[src/rtl/nmac_pkg.sv]
package nmac_pkg;

    typedef enum logic [2:0] {
        ST_IDLE  = 3'd0,
        ST_PASS0 = 3'd1,
        ST_PASS1 = 3'd2,
        ST_PASS2 = 3'd3,
        ST_PASS3 = 3'd4,
        ST_DRAIN = 3'd5
    } seq_state_t;

    localparam int PASS_COUNT = 4;

endpackage

[src/rtl/nmac_cell.sv]
module nmac_cell #(
    parameter int AW   = 4,
    parameter int BW   = 4,
    parameter int CW   = 4,
    parameter bit PIPE = 1'b0,
    parameter bit CSA  = 1'b0
) (
    input  logic             clk,
    input  logic             rst_n,
    input  logic [AW-1:0]    x_i,
    input  logic [BW-1:0]    y_i,
    input  logic [CW-1:0]    c_i,
    input  logic [CW-1:0]    s_i,
    output logic [AW+BW-1:0] r_o
);

    localparam int RW = AW + BW;

    logic [RW-1:0] pp    [BW];
    logic [RW-1:0] c_ext;
    logic [RW-1:0] s_ext;
    logic [RW-1:0] sum_w;

    assign c_ext = {{(RW-CW){1'b0}}, c_i};
    assign s_ext = {{(RW-CW){1'b0}}, s_i};

    // one partial-product row per multiplier bit
    for (genvar i = 0; i < BW; i++) begin : g_pp
        assign pp[i] = y_i[i] ? ({{BW{1'b0}}, x_i} << i) : '0;
    end

    if (CSA) begin : g_csa
        logic [RW-1:0] sv [BW+1];
        logic [RW-1:0] cv [BW+1];
        assign sv[0] = c_ext;
        assign cv[0] = s_ext;
        // 3:2 compression of each row, carries kept apart
        for (genvar i = 0; i < BW; i++) begin : g_row
            assign sv[i+1] = sv[i] ^ cv[i] ^ pp[i];
            assign cv[i+1] = ((sv[i] & cv[i]) | (sv[i] & pp[i]) | (cv[i] & pp[i])) << 1;
        end
        assign sum_w = sv[BW] + cv[BW];
    end else begin : g_rca
        logic [RW-1:0] acc [BW+1];
        assign acc[0] = c_ext + s_ext;
        // each row resolves its carries before the next
        for (genvar i = 0; i < BW; i++) begin : g_row
            assign acc[i+1] = acc[i] + pp[i];
        end
        assign sum_w = acc[BW];
    end

    if (PIPE) begin : g_reg
        always_ff @(posedge clk or negedge rst_n) begin
            if (!rst_n) r_o <= '0;
            else        r_o <= sum_w;
        end
    end else begin : g_comb
        assign r_o = sum_w;
    end

endmodule

[src/rtl/nmac_seq.sv]
module nmac_seq
    import nmac_pkg::*;
#(
    parameter int NW   = 4,
    parameter bit PIPE = 1'b0
) (
    input  logic            clk,
    input  logic            rst_n,
    input  logic            start_i,
    input  logic [2*NW-1:0] op_a_i,
    input  logic [2*NW-1:0] op_b_i,
    output logic            busy_o,
    output logic [NW-1:0]   cx_o,
    output logic [NW-1:0]   cy_o,
    output logic [NW-1:0]   cc_o,
    output logic [NW-1:0]   cs_o,
    input  logic [2*NW-1:0] cr_i,
    output logic [4*NW-1:0] prod_o,
    output logic            done_o
);

    localparam seq_state_t LAST_ST = PIPE ? ST_DRAIN : ST_PASS3;

    seq_state_t      state_q, state_d;
    logic [2*NW-1:0] a_q, b_q;
    logic [2*NW-1:0] lo_q;
    logic [NW-1:0]   hold_q;
    logic [2*NW-1:0] prev;
    logic [NW-1:0]   mid_nib;
    logic            accept;

    assign busy_o = (state_q != ST_IDLE);
    assign accept = start_i && !busy_o;

    // result of the previous pass, one cycle after it was issued
    if (PIPE) begin : g_prev_core
        assign prev = cr_i;
    end else begin : g_prev_reg
        logic [2*NW-1:0] res_q;
        always_ff @(posedge clk or negedge rst_n) begin
            if (!rst_n) res_q <= '0;
            else        res_q <= cr_i;
        end
        assign prev = res_q;
    end

    always_ff @(posedge clk or negedge rst_n) begin
        if (!rst_n) state_q <= ST_IDLE;
        else        state_q <= state_d;
    end

    always_comb begin
        state_d = state_q;
        unique case (state_q)
            ST_IDLE:  if (start_i) state_d = ST_PASS0;
            ST_PASS0: state_d = ST_PASS1;
            ST_PASS1: state_d = ST_PASS2;
            ST_PASS2: state_d = ST_PASS3;
            ST_PASS3: state_d = PIPE ? ST_DRAIN : ST_IDLE;
            ST_DRAIN: state_d = ST_IDLE;
            default:  state_d = ST_IDLE;
        endcase
    end

    // operand steering for the multiply-add cell
    always_comb begin
        cx_o = '0;
        cy_o = '0;
        cc_o = '0;
        cs_o = '0;
        unique case (state_q)
            ST_PASS0: begin
                cx_o = a_q[NW-1:0];
                cy_o = b_q[NW-1:0];
            end
            ST_PASS1: begin
                cx_o = a_q[2*NW-1:NW];
                cy_o = b_q[NW-1:0];
                cc_o = prev[2*NW-1:NW];
            end
            ST_PASS2: begin
                cx_o = a_q[NW-1:0];
                cy_o = b_q[2*NW-1:NW];
                cc_o = prev[NW-1:0];
            end
            ST_PASS3: begin
                cx_o = a_q[2*NW-1:NW];
                cy_o = b_q[2*NW-1:NW];
                cc_o = hold_q;
                cs_o = prev[2*NW-1:NW];
            end
            default: ;
        endcase
    end

    assign mid_nib = PIPE ? lo_q[2*NW-1:NW] : prev[NW-1:0];

    always_ff @(posedge clk or negedge rst_n) begin
        if (!rst_n) begin
            a_q    <= '0;
            b_q    <= '0;
            lo_q   <= '0;
            hold_q <= '0;
            prod_o <= '0;
            done_o <= 1'b0;
        end else begin
            done_o <= 1'b0;
            if (accept) begin
                a_q <= op_a_i;
                b_q <= op_b_i;
            end
            if (state_q == ST_PASS1) lo_q[NW-1:0]      <= prev[NW-1:0];
            if (state_q == ST_PASS2) hold_q            <= prev[2*NW-1:NW];
            if (state_q == ST_PASS3) lo_q[2*NW-1:NW]   <= prev[NW-1:0];
            if (state_q == LAST_ST) begin
                prod_o <= {cr_i, mid_nib, lo_q[NW-1:0]};
                done_o <= 1'b1;
            end
        end
    end

endmodule

[src/rtl/nibble_mac_mul.sv]
module nibble_mac_mul #(
    parameter int NIB_W      = 4,
    parameter bit PIPE_EN    = 1'b0,
    parameter bit CARRY_SAVE = 1'b0
) (
    input  logic               clk,
    input  logic               rst_n,
    input  logic               start_i,
    input  logic [2*NIB_W-1:0] op_a_i,
    input  logic [2*NIB_W-1:0] op_b_i,
    output logic [4*NIB_W-1:0] prod_o,
    output logic               done_o
);

    localparam int OP_W    = 2 * NIB_W;
    localparam int LAT_CYC = nmac_pkg::PASS_COUNT + (PIPE_EN ? 1 : 0);

    logic [NIB_W-1:0] cx_w, cy_w, cc_w, cs_w;
    logic [OP_W-1:0]  cr_w;
    logic             busy_w;

    nmac_seq #(
        .NW   (NIB_W),
        .PIPE (PIPE_EN)
    ) u_seq (
        .clk     (clk),
        .rst_n   (rst_n),
        .start_i (start_i),
        .op_a_i  (op_a_i),
        .op_b_i  (op_b_i),
        .busy_o  (busy_w),
        .cx_o    (cx_w),
        .cy_o    (cy_w),
        .cc_o    (cc_w),
        .cs_o    (cs_w),
        .cr_i    (cr_w),
        .prod_o  (prod_o),
        .done_o  (done_o)
    );

    nmac_cell #(
        .AW   (NIB_W),
        .BW   (NIB_W),
        .CW   (NIB_W),
        .PIPE (PIPE_EN),
        .CSA  (CARRY_SAVE)
    ) u_cell (
        .clk   (clk),
        .rst_n (rst_n),
        .x_i   (cx_w),
        .y_i   (cy_w),
        .c_i   (cc_w),
        .s_i   (cs_w),
        .r_o   (cr_w)
    );

endmodule

[config.mk]
export PLATFORM = sky130hd
export DESIGN_NAME = nibble_mac_mul
export DESIGN_NICKNAME = d
export VERILOG_FILES = /design/src/rtl/nmac_pkg.sv /design/src/rtl/nmac_cell.sv /design/src/rtl/nmac_seq.sv /design/src/rtl/nibble_mac_mul.sv
export SDC_FILE = /design/constraint.sdc
export NUM_CORES = 1
export LEC_CHECK = 0
export ABC_CLOCK_PERIOD_IN_PS = 5500
export BUFFER_PORTS_ARGS = -buffer_cell sky130_fd_sc_hd__buf_2
export CAP_MARGIN = 30
export CORE_ASPECT_RATIO = 1.25
export CORE_UTILIZATION = 35
export DETAILED_ROUTE_END_ITERATION = 16
export SETUP_SLACK_MARGIN = 0.05
export SKIP_LAST_GASP = 1
export SYNTH_ARGS = -nofsm -noshare
export SYNTH_HDL_FRONTEND = slang
export SYNTH_HIERARCHICAL = 1
export SYNTH_SLANG_ARGS = --single-unit
[constraint.sdc]
create_clock -name clk -period 5.5 [get_ports clk]
set_input_delay 0.55 -clock clk [delete_from_list [all_inputs] [get_ports clk]]
set_output_delay 0.55 -clock clk [all_outputs]
set_load 0.05 [all_outputs]
==> impl_metrics.json, run 1 <==
{
  "status": "completed",
  "syn_nets": 258,
  "cp_top_family": "adder cells",
  "vias": 1708,
  "cts_setup_buffers": 0,
  "dr.pass1.iters": 3,
  "slew_headroom_pct": 34.6,
  "grt_setup_unrepaired": "no",
  "rows": 36,
  "placed_cell_area_mm2": 0.00316,
  "syn_to_final_growth_pct": 11.8,
  "cp_slowest_cell": "dfrtp_1",
  "crit_chain": "nor3b_4 -> o2bb2ai_1 -> ha_1 -> inv_1 -> fa_1 -> fa_1 -> fa_1 -> fa_1 -> inv_1 -> ha_1 -> fa_1 -> a21o_1 -> a21oi_2 -> xnor2_1 -> mux2_2",
  "yosys_warnings": 6,
  "hold_ws_ns": 0.335,
  "avgSynthCellArea_um2": 13.7,
  "antenna_cells": 0,
  "cap_violations": 0,
  "min_path_type": "primary input to asynchronous set/reset pin",
  "fmax_mhz": 205,
  "path_class": "flop to flop",
  "final_area_mm2": 0.00326,
  "required_ns": 5.70,
  "grt.total_usage_pct": 12.7,
  "antenna_found_initial": 0,
  "period_minus_slack_ns": 4.88,
  "grt_pass1_vias": 1800,
  "ff_latch_area_mm2": 0.00130,
  "hold_buffers": 0,
  "grt_pass1_wl_um": 8900,
  "htreeDepth": 2,
  "critical_path.max_fanout": 24,
  "setup_violations": 0,
  "routed_via_density": 4.98,
  "ant_nets": 0,
  "design.die.area_mm2": 0.00870,
  "drv_slew": 0,
  "skew_ns": 0.0100,
  "cp-end-kind": "flop",
  "cts_resized": 0,
  "overflow": 0,
  "wl_per_cell_um": 14.7,
  "cp.arrival_ns": 5.08,
  "grt_max_degree": 53,
  "clkSlewWorstSetupHoldPaths_ns": 0.10,
  "leakagePower_nw": 1.64,
  "chipWidth_um": 83.6,
  "period_share_pct": 88.7,
  "cts_sinks": 52,
  "cts_root_buffer": "clkbuf_8",
  "worstMarginPinSlew_ns": 0.980,
  "nFillCells": 759,
  "boundaryPins": 36,
  "drive_gt1_share_pct": 36.3,
  "gp_congestion": 0.782,
  "cts_buffer_depth": 2,
  "port_buffers": 35,
  "fin_util_pct": 41.1,
  "netlist_area_mm2": 0.00292,
  "cts_tree": "yes",
  "finalWirelength_um": 5040,
  "finalNetCount": 292,
  "finalHoldViolCount": 0,
  "critPathLaunchType": "flop",
  "peakVddDrop_uv": 243,
  "die_y_um": 104,
  "core_mm2": 0.00793,
  "remaining_drc_errors": 0,
  "drt-initial-drc-count": 44,
  "powerDensity_mw_per_mm2": 585,
  "multi_input_area_mm2": 0.00150,
  "reg2reg_slack_ns": 0.62,
  "crit_buf_inv": 2,
  "tns_ns": 0,
  "clkLatencyLatePin_ns": 0.31,
  "cts_buffers": 5,
  "initial_core_util_pct": 36.8,
  "synthCells": 213,
  "cp_common_cell": "fa_1",
  "dp_hpwl_um": 3750,
  "slowest_delay_ns": 0.75
}
## placed cells by master, fill, tap and decap left out, types with 5 or more instances in the layout
cell type and count:
dfrtp_1 52, buf_2 35, mux2_2 30, and2_1 18, ha_1 15, inv_1 11
fa_1 11, mux2_4 10, mux2i_1 8, clkbuf_8 5, or4bb_1 5
## flip-flops by register name, indices dropped and copies added, names as in the netlist
signal and count:
u_seq/a_q 8, u_seq/b_q 8, u_seq/done_o 1, u_seq/g_prev_reg.res_q 8, u_seq/hold_q 4, u_seq/lo_q 4
u_seq/prod_o 16, u_seq/state_q 3
## power by group
group | switching [mW] | total (mW) | internal, mW
Clock | 0.137 | 0.233 | 0.0959
Combinational | 0.537 | 0.978 | 0.440
Sequential | 0.154 | 0.696 | 0.541
## cell type report
type | count | area share (%)
multi-input combinational | 139 | 46.0
sequential | 52 | 39.9
clock buffer | 5 | 2.11
tap | 95 | 3.65
clock inverter | 3 | 1.04
inverter | 11 | 1.27
timing repair buffer | 38 | 6.07
## metrics by stage
step | setup WS (ns) | cells | power, mW
6_report | 0.623 | 343 | 1.91
5_1_grt | 0.331 | 343 | 2.07
4_1_cts | 0.603 | 343 | 1.94
3_5_place_dp | 0.623 | 335 | 1.69
3_3_place_gp | 0.734 | 335 | 1.68
2_1_floorplan | 0.955 | 213 | 1.47
## path summary, 6_finish.rpt
| kind | from | end | cells after the start |
|---|---|---|---|
| max in group asynchronous | rst_n | u_seq/prod_o[12]$_DFFE_PN0N_ | 2 |
| hold reg to reg | u_seq/lo_q[1]$_DFFE_PN0N_ | u_seq/prod_o[1]$_DFFE_PN0N_ | 1 |
| hold / removal | rst_n | u_seq/prod_o[15]$_DFFE_PN0N_ | 2 |
| min in group clk | op_b_i[5] | u_seq/b_q[5]$_DFFE_PN0P_ | 2 |
| setup / recovery | u_seq/state_q[0]$_DFFE_PN0P_ | u_seq/prod_o[15]$_DFFE_PN0N_ | 15 |
| setup reg to reg | u_seq/state_q[0]$_DFFE_PN0P_ | u_seq/prod_o[15]$_DFFE_PN0N_ | 15 |
## worst register-to-register path, cell delays in order, from the launching register on
cell and delay [ns]:
dfrtp_1 0.75, nor3b_4 0.47, o2bb2ai_1 0.17, ha_1 0.20, inv_1 0.06, fa_1 0.45, fa_1 0.40, fa_1 0.43
fa_1 0.51, inv_1 0.04, ha_1 0.21, fa_1 0.40, a21o_1 0.20, a21oi_2 0.14, xnor2_1 0.09, mux2_2 0.26
## metal layers
layer  global-route usage [%]  share of wire, %  vias to the layer above
met1                     16.9                45                      861
met3                     2.70               3.2                        6
li1                         -                 -                      809
met4                     4.48               1.6                        0
met2                     20.4                50                       32
met5                        0                 0                        -
Power figures use the tool's default switching activity.
==> run 2: changes to the inputs <==
- CTS_BUF_LIST: default -> sky130_fd_sc_hd__clkbuf_8
- PLACE_DENSITY: default -> 0.54
==> impl_metrics.json, run 2 (synthesis gave the netlist of run 1 again) <==
{
  "drt-initial-drc-count": 58,
  "powerDensity_mw_per_mm2": 588,
  "grt_max_degree": 53,
  "finalWirelength_um": 5210,
  "die_y_um": 104,
  "leakagePower_nw": 1.63,
  "critical_path.max_fanout": 24,
  "status": "completed",
  "ff_latch_area_mm2": 0.00130,
  "dr.pass1.iters": 4,
  "grt_pass1_vias": 1757,
  "largest_reg_flops": 16,
  "switching_share_pct": 43.6,
  "antenna_found_initial": 0,
  "grt.total_usage_pct": 13.0,
  "finalNetCount": 292,
  "period_share_pct": 89.2,
  "top_register": "u_seq/prod_o",
  "final_common_cell": "dfrtp_1",
  "drive_gt1_share_pct": 36.3,
  "clkSlewWorstSetupHoldPaths_ns": 0.10,
  "path_class": "flop to flop",
  "antenna_cells": 0,
  "required_ns": 5.70,
  "cts_buffers": 5,
  "syn_to_final_growth_pct": 11.6,
  "peakVddDrop_uv": 250,
  "multi_input_area_mm2": 0.00150,
  "finalHoldViolCount": 0,
  "switching_power_uw": 834,
  "initial_core_util_pct": 36.8,
  "period_minus_slack_ns": 4.90,
  "cts_root_buffer": "clkbuf_8",
  "hold_buffers": 0,
  "fin_util_pct": 41.0,
  "hold_ws_ns": 0.345,
  "grt_setup_unrepaired": "no",
  "internal-power_mw": 1.08,
  "final_cell_mix": "52 x dfrtp_1, 35 x buf_2, 30 x mux2_2, 18 x and2_1, 15 x ha_1",
  "seqPwrFrac_pct": 36.2,
  "grt_pass1_wl_um": 8960,
  "drv_slew": 0,
  "cp-end-kind": "flop",
  "clock_power_share_pct": 12.3,
  "cts_sinks": 52,
  "setup_violations": 0,
  "min_path_type": "primary input to asynchronous set/reset pin",
  "cts_buffer_depth": 2,
  "ant_nets": 0,
  "skew_ns": 0.00255,
  "dp_hpwl_um": 3850,
  "gp_congestion": 0.780,
  "clkLatencyLatePin_ns": 0.31,
  "cp.arrival_ns": 5.11,
  "cts_tree": "yes",
  "core_mm2": 0.00793,
  "chipWidth_um": 83.6,
  "cts_resized": 0,
  "slew_headroom_pct": 34.6,
  "design.die.area_mm2": 0.00870,
  "critPathLaunchType": "flop",
  "p_total_mw": 1.91,
  "tns_ns": 0,
  "rows": 36,
  "pwr-share-comb_pct": 51.5,
  "cts_setup_buffers": 0,
  "overflow": 0,
  "boundaryPins": 36,
  "nFillCells": 775,
  "vias": 1678,
  "port_buffers": 35,
  "cap_violations": 0,
  "worstMarginPinSlew_ns": 0.980,
  "fmax_mhz": 204,
  "htreeDepth": 2,
  "routed_via_density": 4.89,
  "remaining_drc_errors": 0,
  "wl_per_cell_um": 15.2
}
-- run 2: cell types whose count changed in the layout (fill, tap and decap cells not counted), sizes merged --
cell,delta
clkinv,-1
clkinvlp,+1
-- run 2: power groups by stage --
stage / Sequential (mW) / Combinational [mW] / Clock, mW
floorplan: 0.773 / 0.701 / 0
global placement: 0.702 / 0.986 / 0
detailed placement: 0.706 / 0.991 / 0
CTS: 0.698 / 1.00 / 0.247
global route: 0.721 / 1.10 / 0.258
finish: 0.693 / 0.985 / 0.235
-- run 2: worst paths after layout --
check | cells after the start | slack, ns | endpoint | from
min in group clk | 2 | 0.46 | u_seq/b_q[6]$_DFFE_PN0P_ | op_b_i[6]
worst min register to register | 1 | 0.51 | u_seq/prod_o[1]$_DFFE_PN0N_ | u_seq/prod_o[1]$_DFFE_PN0N_
worst max-delay path | 15 | 0.60 | u_seq/prod_o[15]$_DFFE_PN0N_ | u_seq/state_q[0]$_DFFE_PN0P_
max in group asynchronous | 2 | 4.72 | u_seq/g_prev_reg.res_q[1]$_DFF_PN0_ | rst_n
worst max register to register | 15 | 0.60 | u_seq/prod_o[15]$_DFFE_PN0N_ | u_seq/state_q[0]$_DFFE_PN0P_
worst min-delay path | 2 | 0.34 | u_seq/a_q[2]$_DFFE_PN0P_ | rst_n
-- run 2: layout make-up --
cell class                      count  share of cell area (%)
Sequential cell                    52                    40.0
Timing Repair Buffer               38                    6.08
Clock buffer                        5                    2.12
Tap cell                           95                    3.65
Inverter                           11                    1.27
Clock inverter                      3                   0.846
Multi-Input combinational cell    139                    46.0
-- run 2: critical path, stage by stage (launching register included) --
cell and delay (ns):
dfrtp_1 1.00, mux2i_1 0.28, o2bb2ai_1 0.09, ha_1 0.22, inv_1 0.07, fa_1 0.42
fa_1 0.40, fa_1 0.42, fa_1 0.52, inv_1 0.04, ha_1 0.22, fa_1 0.40
a21o_1 0.20, a21oi_2 0.14, xnor2_1 0.09, mux2_2 0.27
-- run 2: metal layers --
metal | track usage [%] | wire length (um) | up-vias | share of wire (%)
li1 | - | - | 822 | -
met1 | 17.4 | 2500 | 819 | 48
met2 | 21.0 | 2450 | 32 | 47
met3 | 2.86 | 188 | 5 | 3.6
met4 | 4.00 | 74 | 0 | 1.4
met5 | 0 | 0 | - | 0
-- run 2: through the flow --
step / cell area (um^2) / std cells / worst slack, ns
floorplan: 2920 / 213 / 0.955
global route: 3250 / 343 / 0.361
finish: 3250 / 343 / 0.595
CTS: 3250 / 343 / 0.576
detailed placement: 3160 / 335 / 0.600
global placement: 3160 / 335 / 0.720
